File: config.mk
export PLATFORM = sky130hd
export DESIGN_NAME = io_fwd_decoder
export DESIGN_NICKNAME = d
export VERILOG_FILES = /design/src/rtl/iofd_pkg.sv /design/src/rtl/iofd_cfg_regs.sv /design/src/rtl/iofd_window_match.sv /design/src/rtl/iofd_legacy_match.sv /design/src/rtl/io_fwd_decoder.sv
export SDC_FILE = /design/constraint.sdc
export NUM_CORES = 1
export LEC_CHECK = 0
export ABC_AREA = 1
export ABC_CLOCK_PERIOD_IN_PS = 1400
export BUFFER_PORTS_ARGS = -buffer_cell sky130_fd_sc_hd__buf_2
export CORE_UTILIZATION = 49
export DETAILED_ROUTE_END_ITERATION = 10
export PLACE_DENSITY_LB_ADDON = 0.12
export SLEW_MARGIN = 20
export SYNTH_ARGS = -nofsm -noshare
export SYNTH_HDL_FRONTEND = slang
export SYNTH_SLANG_ARGS = --single-unit
File: constraint.sdc
create_clock -name clk -period 1.4 [get_ports clk]
set_input_delay 0.14 -clock clk [delete_from_list [all_inputs] [get_ports clk]]
set_output_delay 0.14 -clock clk [all_outputs]
set_load 0.02 [all_outputs]
File: src/rtl/iofd_pkg.sv
package iofd_pkg;

  localparam int ADDR_W  = 32;
  localparam int GRAN_W  = 12;               // 4KB window granularity
  localparam int PAGE_W  = ADDR_W - GRAN_W;
  localparam int ISA_TOP = 16;               // ISA holes only below 64KB
  localparam int CFG_W   = 32;

  typedef enum logic [1:0] {
    SEL_BASE  = 2'd0,
    SEL_LIMIT = 2'd1,
    SEL_CTRL  = 2'd2,
    SEL_NONE  = 2'd3
  } cfg_sel_e;

  typedef struct packed {
    logic vga_en;   // bit 1
    logic isa_en;   // bit 0
  } ctrl_t;

  // Page-number compare equals the byte compare with base low bits 0 and
  // limit low bits all ones.
  function automatic logic page_in_window(input logic [PAGE_W-1:0] pg,
                                          input logic [PAGE_W-1:0] base,
                                          input logic [PAGE_W-1:0] limit);
    return (pg >= base) && (pg <= limit);
  endfunction

  function automatic logic isa_alias_hole(input logic [ADDR_W-1:0] a);
    return (a[ADDR_W-1:ISA_TOP] == '0) && (a[9:8] != 2'b00);
  endfunction

  function automatic logic vga_mem_range(input logic [ADDR_W-1:0] a);
    return (a >= ADDR_W'(32'h000A_0000)) && (a <= ADDR_W'(32'h000B_FFFF));
  endfunction

  function automatic logic vga_io_range(input logic [ADDR_W-1:0] a);
    logic [9:0] lo;
    lo = a[9:0];
    return ((lo >= 10'h3B0) && (lo <= 10'h3BB)) ||
           ((lo >= 10'h3C0) && (lo <= 10'h3DF));
  endfunction

endpackage

File: src/rtl/iofd_cfg_regs.sv
module iofd_cfg_regs
  import iofd_pkg::*;
(
  input  logic              clk,
  input  logic              rst,
  input  logic              cfg_we,
  input  logic [1:0]        cfg_sel,
  input  logic [CFG_W-1:0]  cfg_wdata,
  output logic [PAGE_W-1:0] base_pg,
  output logic [PAGE_W-1:0] limit_pg,
  output ctrl_t             ctrl
);

  cfg_sel_e sel;
  assign sel = cfg_sel_e'(cfg_sel);

  always_ff @(posedge clk) begin
    if (rst) begin
      base_pg  <= '1;
      limit_pg <= '0;
      ctrl     <= '0;
    end else if (cfg_we) begin
      case (sel)
        SEL_BASE:  base_pg  <= cfg_wdata[PAGE_W-1:0];
        SEL_LIMIT: limit_pg <= cfg_wdata[PAGE_W-1:0];
        SEL_CTRL:  ctrl     <= ctrl_t'(cfg_wdata[1:0]);
        default:   ;
      endcase
    end
  end

  AST_CFG_HOLD: assert property (@(posedge clk) disable iff (rst)
    !cfg_we |=> $stable(base_pg) && $stable(limit_pg) && $stable(ctrl));

  AST_CFG_SEL_NONE: assert property (@(posedge clk) disable iff (rst)
    (cfg_we && cfg_sel == 2'd3) |=> $stable(base_pg) && $stable(limit_pg) && $stable(ctrl));

endmodule

File: src/rtl/iofd_window_match.sv
module iofd_window_match
  import iofd_pkg::*;
(
  input  logic [ADDR_W-1:0] addr,
  input  logic              is_io,
  input  logic [PAGE_W-1:0] base_pg,
  input  logic [PAGE_W-1:0] limit_pg,
  input  logic              isa_en,
  output logic              win_en,
  output logic              in_win,
  output logic              isa_hole
);

  assign win_en   = (limit_pg >= base_pg);
  assign in_win   = is_io && win_en &&
                    page_in_window(addr[ADDR_W-1:GRAN_W], base_pg, limit_pg);
  assign isa_hole = isa_en && in_win && isa_alias_hole(addr);

endmodule

File: src/rtl/iofd_legacy_match.sv
module iofd_legacy_match
  import iofd_pkg::*;
(
  input  logic [ADDR_W-1:0] addr,
  input  logic              is_io,
  input  logic              vga_en,
  output logic              vga_hit
);

  logic mem_hit;
  logic io_hit;

  assign mem_hit = !is_io && vga_mem_range(addr);
  assign io_hit  =  is_io && vga_io_range(addr);
  assign vga_hit = vga_en && (mem_hit || io_hit);

endmodule

File: src/rtl/io_fwd_decoder.sv
module io_fwd_decoder
  import iofd_pkg::*;
(
  input  logic              clk,
  input  logic              rst,
  input  logic              cfg_we,
  input  logic [1:0]        cfg_sel,
  input  logic [CFG_W-1:0]  cfg_wdata,
  input  logic              req_valid,
  input  logic [ADDR_W-1:0] req_addr,
  input  logic              req_is_io,
  input  logic              req_from_sec,
  output logic              dec_valid,
  output logic              fwd_down,
  output logic              fwd_up
);

  logic [PAGE_W-1:0] base_pg;
  logic [PAGE_W-1:0] limit_pg;
  ctrl_t             ctrl;
  logic              win_en;
  logic              in_win;
  logic              isa_hole;
  logic              vga_hit;
  logic              fwd_down_d;
  logic              fwd_up_d;
  logic              dir_q;

  iofd_cfg_regs u_cfg (
    .clk       (clk),
    .rst       (rst),
    .cfg_we    (cfg_we),
    .cfg_sel   (cfg_sel),
    .cfg_wdata (cfg_wdata),
    .base_pg   (base_pg),
    .limit_pg  (limit_pg),
    .ctrl      (ctrl)
  );

  iofd_window_match u_win (
    .addr     (req_addr),
    .is_io    (req_is_io),
    .base_pg  (base_pg),
    .limit_pg (limit_pg),
    .isa_en   (ctrl.isa_en),
    .win_en   (win_en),
    .in_win   (in_win),
    .isa_hole (isa_hole)
  );

  iofd_legacy_match u_vga (
    .addr    (req_addr),
    .is_io   (req_is_io),
    .vga_en  (ctrl.vga_en),
    .vga_hit (vga_hit)
  );

  // Downstream: display override wins; otherwise window minus ISA holes.
  assign fwd_down_d = !req_from_sec && (vga_hit || (in_win && !isa_hole));
  // Upstream: I/O not owned by the secondary side's window, or in a hole.
  assign fwd_up_d   = req_from_sec && req_is_io && !vga_hit &&
                      (!in_win || isa_hole);

  always_ff @(posedge clk) begin
    if (rst) begin
      dec_valid <= 1'b0;
      fwd_down  <= 1'b0;
      fwd_up    <= 1'b0;
      dir_q     <= 1'b0;
    end else begin
      dec_valid <= req_valid;
      fwd_down  <= req_valid && fwd_down_d;
      fwd_up    <= req_valid && fwd_up_d;
      dir_q     <= req_from_sec;
    end
  end

  AST_STROBE_LATENCY: assert property (@(posedge clk) disable iff (rst)
    req_valid |=> dec_valid);

  AST_QUIET_IDLE: assert property (@(posedge clk) disable iff (rst)
    !req_valid |=> !dec_valid && !fwd_down && !fwd_up);

  AST_ONE_WAY: assert property (@(posedge clk) disable iff (rst)
    fwd_down |-> !fwd_up);

  AST_DIR_MATCH: assert property (@(posedge clk) disable iff (rst)
    (fwd_up |-> dir_q) and (fwd_down |-> !dir_q));

  AST_HOLE_BLOCKS: assert property (@(posedge clk) disable iff (rst)
    (req_valid && !req_from_sec && isa_hole && !vga_hit) |=> !fwd_down);

  AST_MEM_ONLY_VGA: assert property (@(posedge clk) disable iff (rst)
    (req_valid && !req_is_io && !vga_hit) |=> !fwd_down && !fwd_up);

  AST_VGA_NOT_UP: assert property (@(posedge clk) disable iff (rst)
    (req_valid && vga_hit) |=> !fwd_up);

  AST_NO_WIN_NO_CLAIM: assert property (@(posedge clk) disable iff (rst)
    (req_valid && !win_en && !vga_hit && !req_from_sec) |=> !fwd_down);

endmodule

# Word level (Yosys, flattened, before mapping)
# Index checks and enable logic that the tools add are counted.
dict set report classes {
  addsub 0
  n_mul 0
  n_div 0
  order_cmp 9
  n_eq_ne 2
  shifts 0
  muxes 0
  bitwise 0
  n_reduce_logical 34
}
# operator count
set op_table {}
lappend op_table {{20-bit greater-or-equal comparator} 2}
lappend op_table {{32-bit by 20-bit greater-or-equal comparator with 1-bit output (second input constant)} 1}
lappend op_table {{32-bit by 20-bit less-or-equal comparator with 1-bit output (second input constant)} 1}
lappend op_table {{10-bit greater-or-equal comparator (second input constant)} 2}
lappend op_table {{10-bit less-or-equal comparator (second input constant)} 2}
lappend op_table {{20-bit less-or-equal comparator} 1}
lappend op_table {{1-bit logical AND} 19}
lappend op_table {{16-bit zero test} 1}
lappend op_table {{2-bit AND reduction} 3}
lappend op_table {{1-bit zero test} 5}
lappend op_table {{1-bit logical OR} 4}
lappend op_table {{2-bit by 1-bit == test with 1-bit output (second input constant)} 1}
lappend op_table {{2-bit == test (second input constant)} 1}
lappend op_table {{2-bit zero test} 1}
lappend op_table {{2-bit nonzero test} 1}
dict set report word_totals {
  regBits 45
  latch_bits 0
  mem_bits_rw 0
  rom_bits 0
  in_bits 72
  output_inout_bits 3
  wordCells 52
  mem_count 0
}

# Longest topological paths before layout
dict set report depth {
  depth_word 10
  mapped_depth 15
  mapped_depth_nobuf 15
}

# By module
# From an unflattened synthesis, not the netlist that was laid out.
dict set report hier_totals {
  hier_cells 554
  area_unflattened_um2 3519.6
}
# mod instances cells_each area_each_um2 seq_area_each_um2
set by_module_without_submodules {}
lappend by_module_without_submodules {iofd_window_match 1 279 1682.9 0.0}
lappend by_module_without_submodules {iofd_cfg_regs 1 233 1617.8 840.8}
lappend by_module_without_submodules {io_fwd_decoder 1 17 120.1 60.1}
lappend by_module_without_submodules {iofd_legacy_match 1 25 98.8 0.0}

# Worst setup path before layout
# Ideal clock, no wire load.
dict set report synth_path {
  kind {reg-to-reg}
  start {reg u_cfg.limit_pg[19]}
  end {reg fwd_down}
  setup_ps 112
  arrival_ps 1383
  slack_ps -96
  path_stages_with_launch 14
  n_path_buf 0
  cell_sequence {dfxtp_1 > inv_1 > ha_1 > nand2_2 > nor2_4 > nand2_2 > nor2_2 > nand2_1 > nand3_2 > nand2_1 > nand2_1 > nor2_2 > nor2_1 > nor2_2}
}
dict set report synth_via {
  elab_chain_len 10
}
# element line_no
set synth_rtl {}
lappend synth_rtl {{start, declared} iofd_cfg_regs.sv:10} ;# output logic [PAGE_W-1:0] limit_pg,
lappend synth_rtl {{start signal, assigned} iofd_cfg_regs.sv:25} ;# SEL_LIMIT: limit_pg <= cfg_wdata[PAGE_W-1:0];
lappend synth_rtl {{20-bit greater-or-equal comparator or 20-bit less-or-equal comparator (tied branches)} {iofd_window_match.sv:14, iofd_pkg.sv:26}}
lappend synth_rtl {{1-bit logical AND (on tied branches)} {iofd_window_match.sv:15, iofd_pkg.sv:26}}
lappend synth_rtl {{1-bit logical AND *} iofd_window_match.sv:15} ;# assign in_win = is_io && win_en &&
lappend synth_rtl {{1-bit logical AND (2 in a row)} iofd_window_match.sv:17} ;# assign isa_hole = isa_en && in_win && isa_alias_hole(addr);
lappend synth_rtl {{1-bit zero test} io_fwd_decoder.sv:59} ;# assign fwd_down_d = !req_from_sec && (vga_hit || (in_win && !isa_hole));
lappend synth_rtl {{1-bit logical AND *} io_fwd_decoder.sv:59}
lappend synth_rtl {{1-bit logical OR *} io_fwd_decoder.sv:59}
lappend synth_rtl {{1-bit logical AND *} io_fwd_decoder.sv:59}
lappend synth_rtl {{1-bit logical AND *} io_fwd_decoder.sv:72} ;# fwd_down <= req_valid && fwd_down_d;
lappend synth_rtl {{end signal, assigned} io_fwd_decoder.sv:72}
lappend synth_rtl {{end, declared} io_fwd_decoder.sv:14} ;# output logic fwd_down,
# Mark *: on every way between the ends. The rest lies on a longest branch, timed or not.
# A chain may end at the register's enable or synchronous reset.

# Worst setup path after layout
dict set report layout_path {
  start {reg u_cfg.base_pg[7]}
  end {reg fwd_down}
}
dict set report layout_via {
  elab_chain_len 10
}
# element line_no
set layout_rtl {}
lappend layout_rtl {{start, declared} iofd_cfg_regs.sv:9} ;# output logic [PAGE_W-1:0] base_pg,
lappend layout_rtl {{start signal, assigned} iofd_cfg_regs.sv:24} ;# SEL_BASE: base_pg <= cfg_wdata[PAGE_W-1:0];
lappend layout_rtl {{20-bit greater-or-equal comparator (on tied branches)} {iofd_window_match.sv:14, iofd_pkg.sv:26}}
lappend layout_rtl {{1-bit logical AND (on tied branches)} {iofd_window_match.sv:15, iofd_pkg.sv:26}}
lappend layout_rtl {{1-bit logical AND *} iofd_window_match.sv:15}
lappend layout_rtl {{1-bit logical AND (2 in a row)} iofd_window_match.sv:17}
lappend layout_rtl {{1-bit zero test} io_fwd_decoder.sv:59}
lappend layout_rtl {{1-bit logical AND *} io_fwd_decoder.sv:59}
lappend layout_rtl {{1-bit logical OR *} io_fwd_decoder.sv:59}
lappend layout_rtl {{1-bit logical AND *} io_fwd_decoder.sv:59}
lappend layout_rtl {{1-bit logical AND *} io_fwd_decoder.sv:72}
# Marked as above.

==> impl_metrics.py <==
metrics = {
    "drt": {
        "wirelength_um": 9006,
        "vias": 3344,
        "drt_iter0_drc": 123,
        "drc": 0,
        "first_pass_iters": 4,
        "drtAntennaViolNets": 0,
        "wl_per_cell_um": 14.03,
        "viasPerCell": 5.209,
    },
    "clock_tree": {
        "clkLatencyLatePin_ns": 0.30,
        "numCtsBuffers": 5,
        "cts_tree": "built",
        "cts_root_buf": "clkbuf_8",
        "holdBufCountCts": 0,
        "cts_buffer_depth": 2,
        "cts_sinks": 45,
        "clk_pin_slew_ns": 0.08,
        "htreeDepth": 2,
    },
    "power": {
        "finalPower_uw": 3167,
        "ir_worst_vdd_v": 0.0006179,
        "p_leak_uw": 0.002255,
        "p_per_area_mw_per_mm2": 679.3,
    },
    "sta": {
        "fin_skew_ns": 0.005888,
        "fin_crit_ns": 1.676,
        "final_hold_viol_count": 0,
        "worst_pin_slew_ns": 0.2536,
        "worst_slack_ns": -0.2757,
        "fin_crit_sh_pct": 119.7,
        "maxSlewHeadroom_pct": 83.00,
        "max_freq_ghz": 0.5968,
        "drv_slew": 0,
        "finalSetupViolCount": 2,
        "rsz0062_at_grt": "true",
        "setup_tns_ns": -0.5449,
    },
    "global_route": {
        "gr-total-overflow": 0,
        "grt_use_met1_pct": 31.95,
        "grt_use_met2_pct": 41.91,
        "grt_pass1_wl_um": 14360,
        "grtUsageTotal_pct": 24.86,
        "grt_max_degree": 43,
        "gr-usage-met3_pct": 3.660,
        "antenna_found_initial": 0,
        "busiest_layer": "met2",
        "first_global_vias": 3261,
    },
    "min_path": {
        "hold_path_depth": 2,
        "min_path_type": "primary input to flip-flop",
    },
    "final_layout": {
        "layout-drive-gt1-share_pct": 42.48,
        "fin_util_pct": 73.00,
        "multi_input_area_mm2": 0.002541,
        "num_antenna_cells": 0,
        "syn_to_final_growth_pct": 42.65,
        "n_fill_cell": 495,
        "ff_latch_area_um2": 942.2,
        "nets": 697,
        "instances_no_fill": 642,
        "fin_area_mm2": 0.004662,
    },
    "setup_path": {
        "critPathKind": "flip-flop to flip-flop",
        "required_ns": 1.64,
        "reg2reg_depth": 12,
        "critPathArrivalTime_ns": 1.92,
        "path_max_fanout": 3,
        "worstSetupEndpointType": "flip-flop",
        "crit_path_start_kind": "flip-flop",
    },
    "logic_synthesis": {
        "netlist_area_mm2": 0.003268,
        "synth_seq_area_share_pct": 27.57,
        "avgSynthCellArea_um2": 7.043,
        "synth_area_leaders": "dfxtp_1 (28%), ha_1 (23%), nand2_1 (14%)",
        "netlist_instances": 464,
        "syn-num-nets": 596,
        "synth.top_cell.area_share_pct": 27.57,
        "synth_cell_types": 23,
        "ys_warn_count": 0,
        "synth-seq-cells": 45,
        "yosys.area.top_type": "dfxtp_1",
    },
    "place": {
        "port_buffers": 58,
        "dp_cells": 629,
        "dpl_cell_area_mm2": 0.004004,
        "place_congestion": 0.8682,
        "dpl.hpwl_um": 6033,
    },
    "floorplanning": {
        "num_rows": 29,
        "chipWidth_um": 83.67,
        "coreArea_mm2": 0.006386,
        "start_util_pct": 51.18,
        "die_y_um": 83.67,
        "io_pins": 75,
        "die_area_mm2": 0.007000,
    },
    "outcome": {
        "violations": "setup timing",
        "status": "finished, violations left",
    },
    "job": {
        "drv_cap": 0,
    },
}
registers in the layout, summed over array words and instances (netlist names):
register        flops
u_cfg.limit_pg     20
fwd_down            1
u_cfg.ctrl          2
fwd_up              1
dec_valid           1
u_cfg.base_pg      20
report_power, final:
part	leakage, uW	internal, uW	total [uW]	switching [uW]
Combinational	0.00184	448	943	495
Clock	0.0000443	393	832	440
Sequential	0.000371	1350	1390	41.2
Total	0.00225	2190	3170	976
per-layer routing:
| metal | share of wire, % | wire, um | up-vias |
|---|---|---|---|
| li1 | - | - | 1717 |
| met1 | 46 | 4103 | 1553 |
| met2 | 49 | 4447 | 57 |
| met3 | 2.8 | 256 | 17 |
| met4 | 2.2 | 199 | 0 |
| met5 | 0 | 0 | - |
metrics by stage:
| step | hold WS, ns | setup slack, ns |
|---|---|---|
| CTS | 0.04076 | -0.1673 |
| floorplan | 0.2340 | -0.05256 |
| finish | 0.04304 | -0.2757 |
| global placement | 0.3567 | -0.2074 |
| detailed placement | 0.3603 | -0.2166 |
| global route | 0.03858 | -0.3419 |
worst paths after layout:
check                                      start            end  slack, ns
worst max-delay path            u_cfg.base_pg[7]       fwd_down      -0.28
worst min-delay path                         rst      dec_valid       0.04
worst min register to register     u_cfg.ctrl[0]  u_cfg.ctrl[0]       0.46
worst max register to register  u_cfg.base_pg[7]       fwd_down      -0.28
cell families (layout without fill, tap and decap cells):
family	count (synthesis)	after routing	share of synthesized area, %
flip-flops	45	45	27.56
AND/OR/NAND/NOR	177	177	22.97
adder cells (fa/ha/maj)	60	60	22.97
buffers and inverters	90	191	10.45
AO/OA/AOI/OAI	92	92	16.04
placed cells by master, fill, tap and decap left out:
cell,instances
o21ai_0,24
nor3_1,2
a21oi_1,41
nor2_4,7
a21oi_2,1
o211ai_1,19
inv_2,23
inv_4,3
dfxtp_1,16
a21o_1,3
or2_0,1
nand2_2,13
inv_1,52
ha_4,32
dfxtp_2,27
nand2_4,4
nand2_1,108
nand3_2,1
dfxtp_4,2
nor4_1,1
a21oi_4,1
nand4_1,5
clkbuf_1,1
nand3_1,4
nor3_2,2
ha_1,28
buf_2,58
clkbuf_8,6
o21bai_1,2
nor2_2,11
nor2_1,18
buf_6,2
a31o_2,1
buf_12,3
buf_4,43
timing repair:
| item | 4_1_cts | 5_1_grt |
|---|---|---|
| buffers inserted | 6 | 0 |
| pin swaps | 29 | 14 |
| endpoints found under the setup margin | 2 | 2 |
| gates resized for setup | 56 | 59 |
area by class of cell:
class,instances,share of cell area [%]
sequential,45,20.21
clock buffer,7,1.852
timing repair buffer,106,14.92
inverter,78,6.441
multi-input combinational,329,54.51
tap,77,2.067
critical path, cell delays in order (launching register included):
cell and delay (ns):
dfxtp_1 0.31, inv_1 0.09, ha_4 0.29, nand2_1 0.09
nor2_2 0.12, nand2_1 0.06, nor2_1 0.14, nand2_1 0.08
nand4_1 0.09, nand2_1 0.07, nor2_2 0.14, nor2_2 0.05
nor2_2 0.07
cell usage after synthesis:
cell type    n
nand3_2      1
or2_0        1
o21bai_1     2
o21ai_0     24
nor3_2       1
nor4_1       1
ha_1        60
a31o_2       1
nand3_1      4
nand4_1      5
a21oi_1     43
inv_1       78
a21o_1       3
nand2_1    120
nor3_1       3
buf_2        3
dfxtp_1     45
nand2_2      5
o211ai_1    19
nor2_1      26
nor2_4       2
nor2_2       8
clkbuf_1     9
No activity file was read; power rests on OpenSTA's default activity.
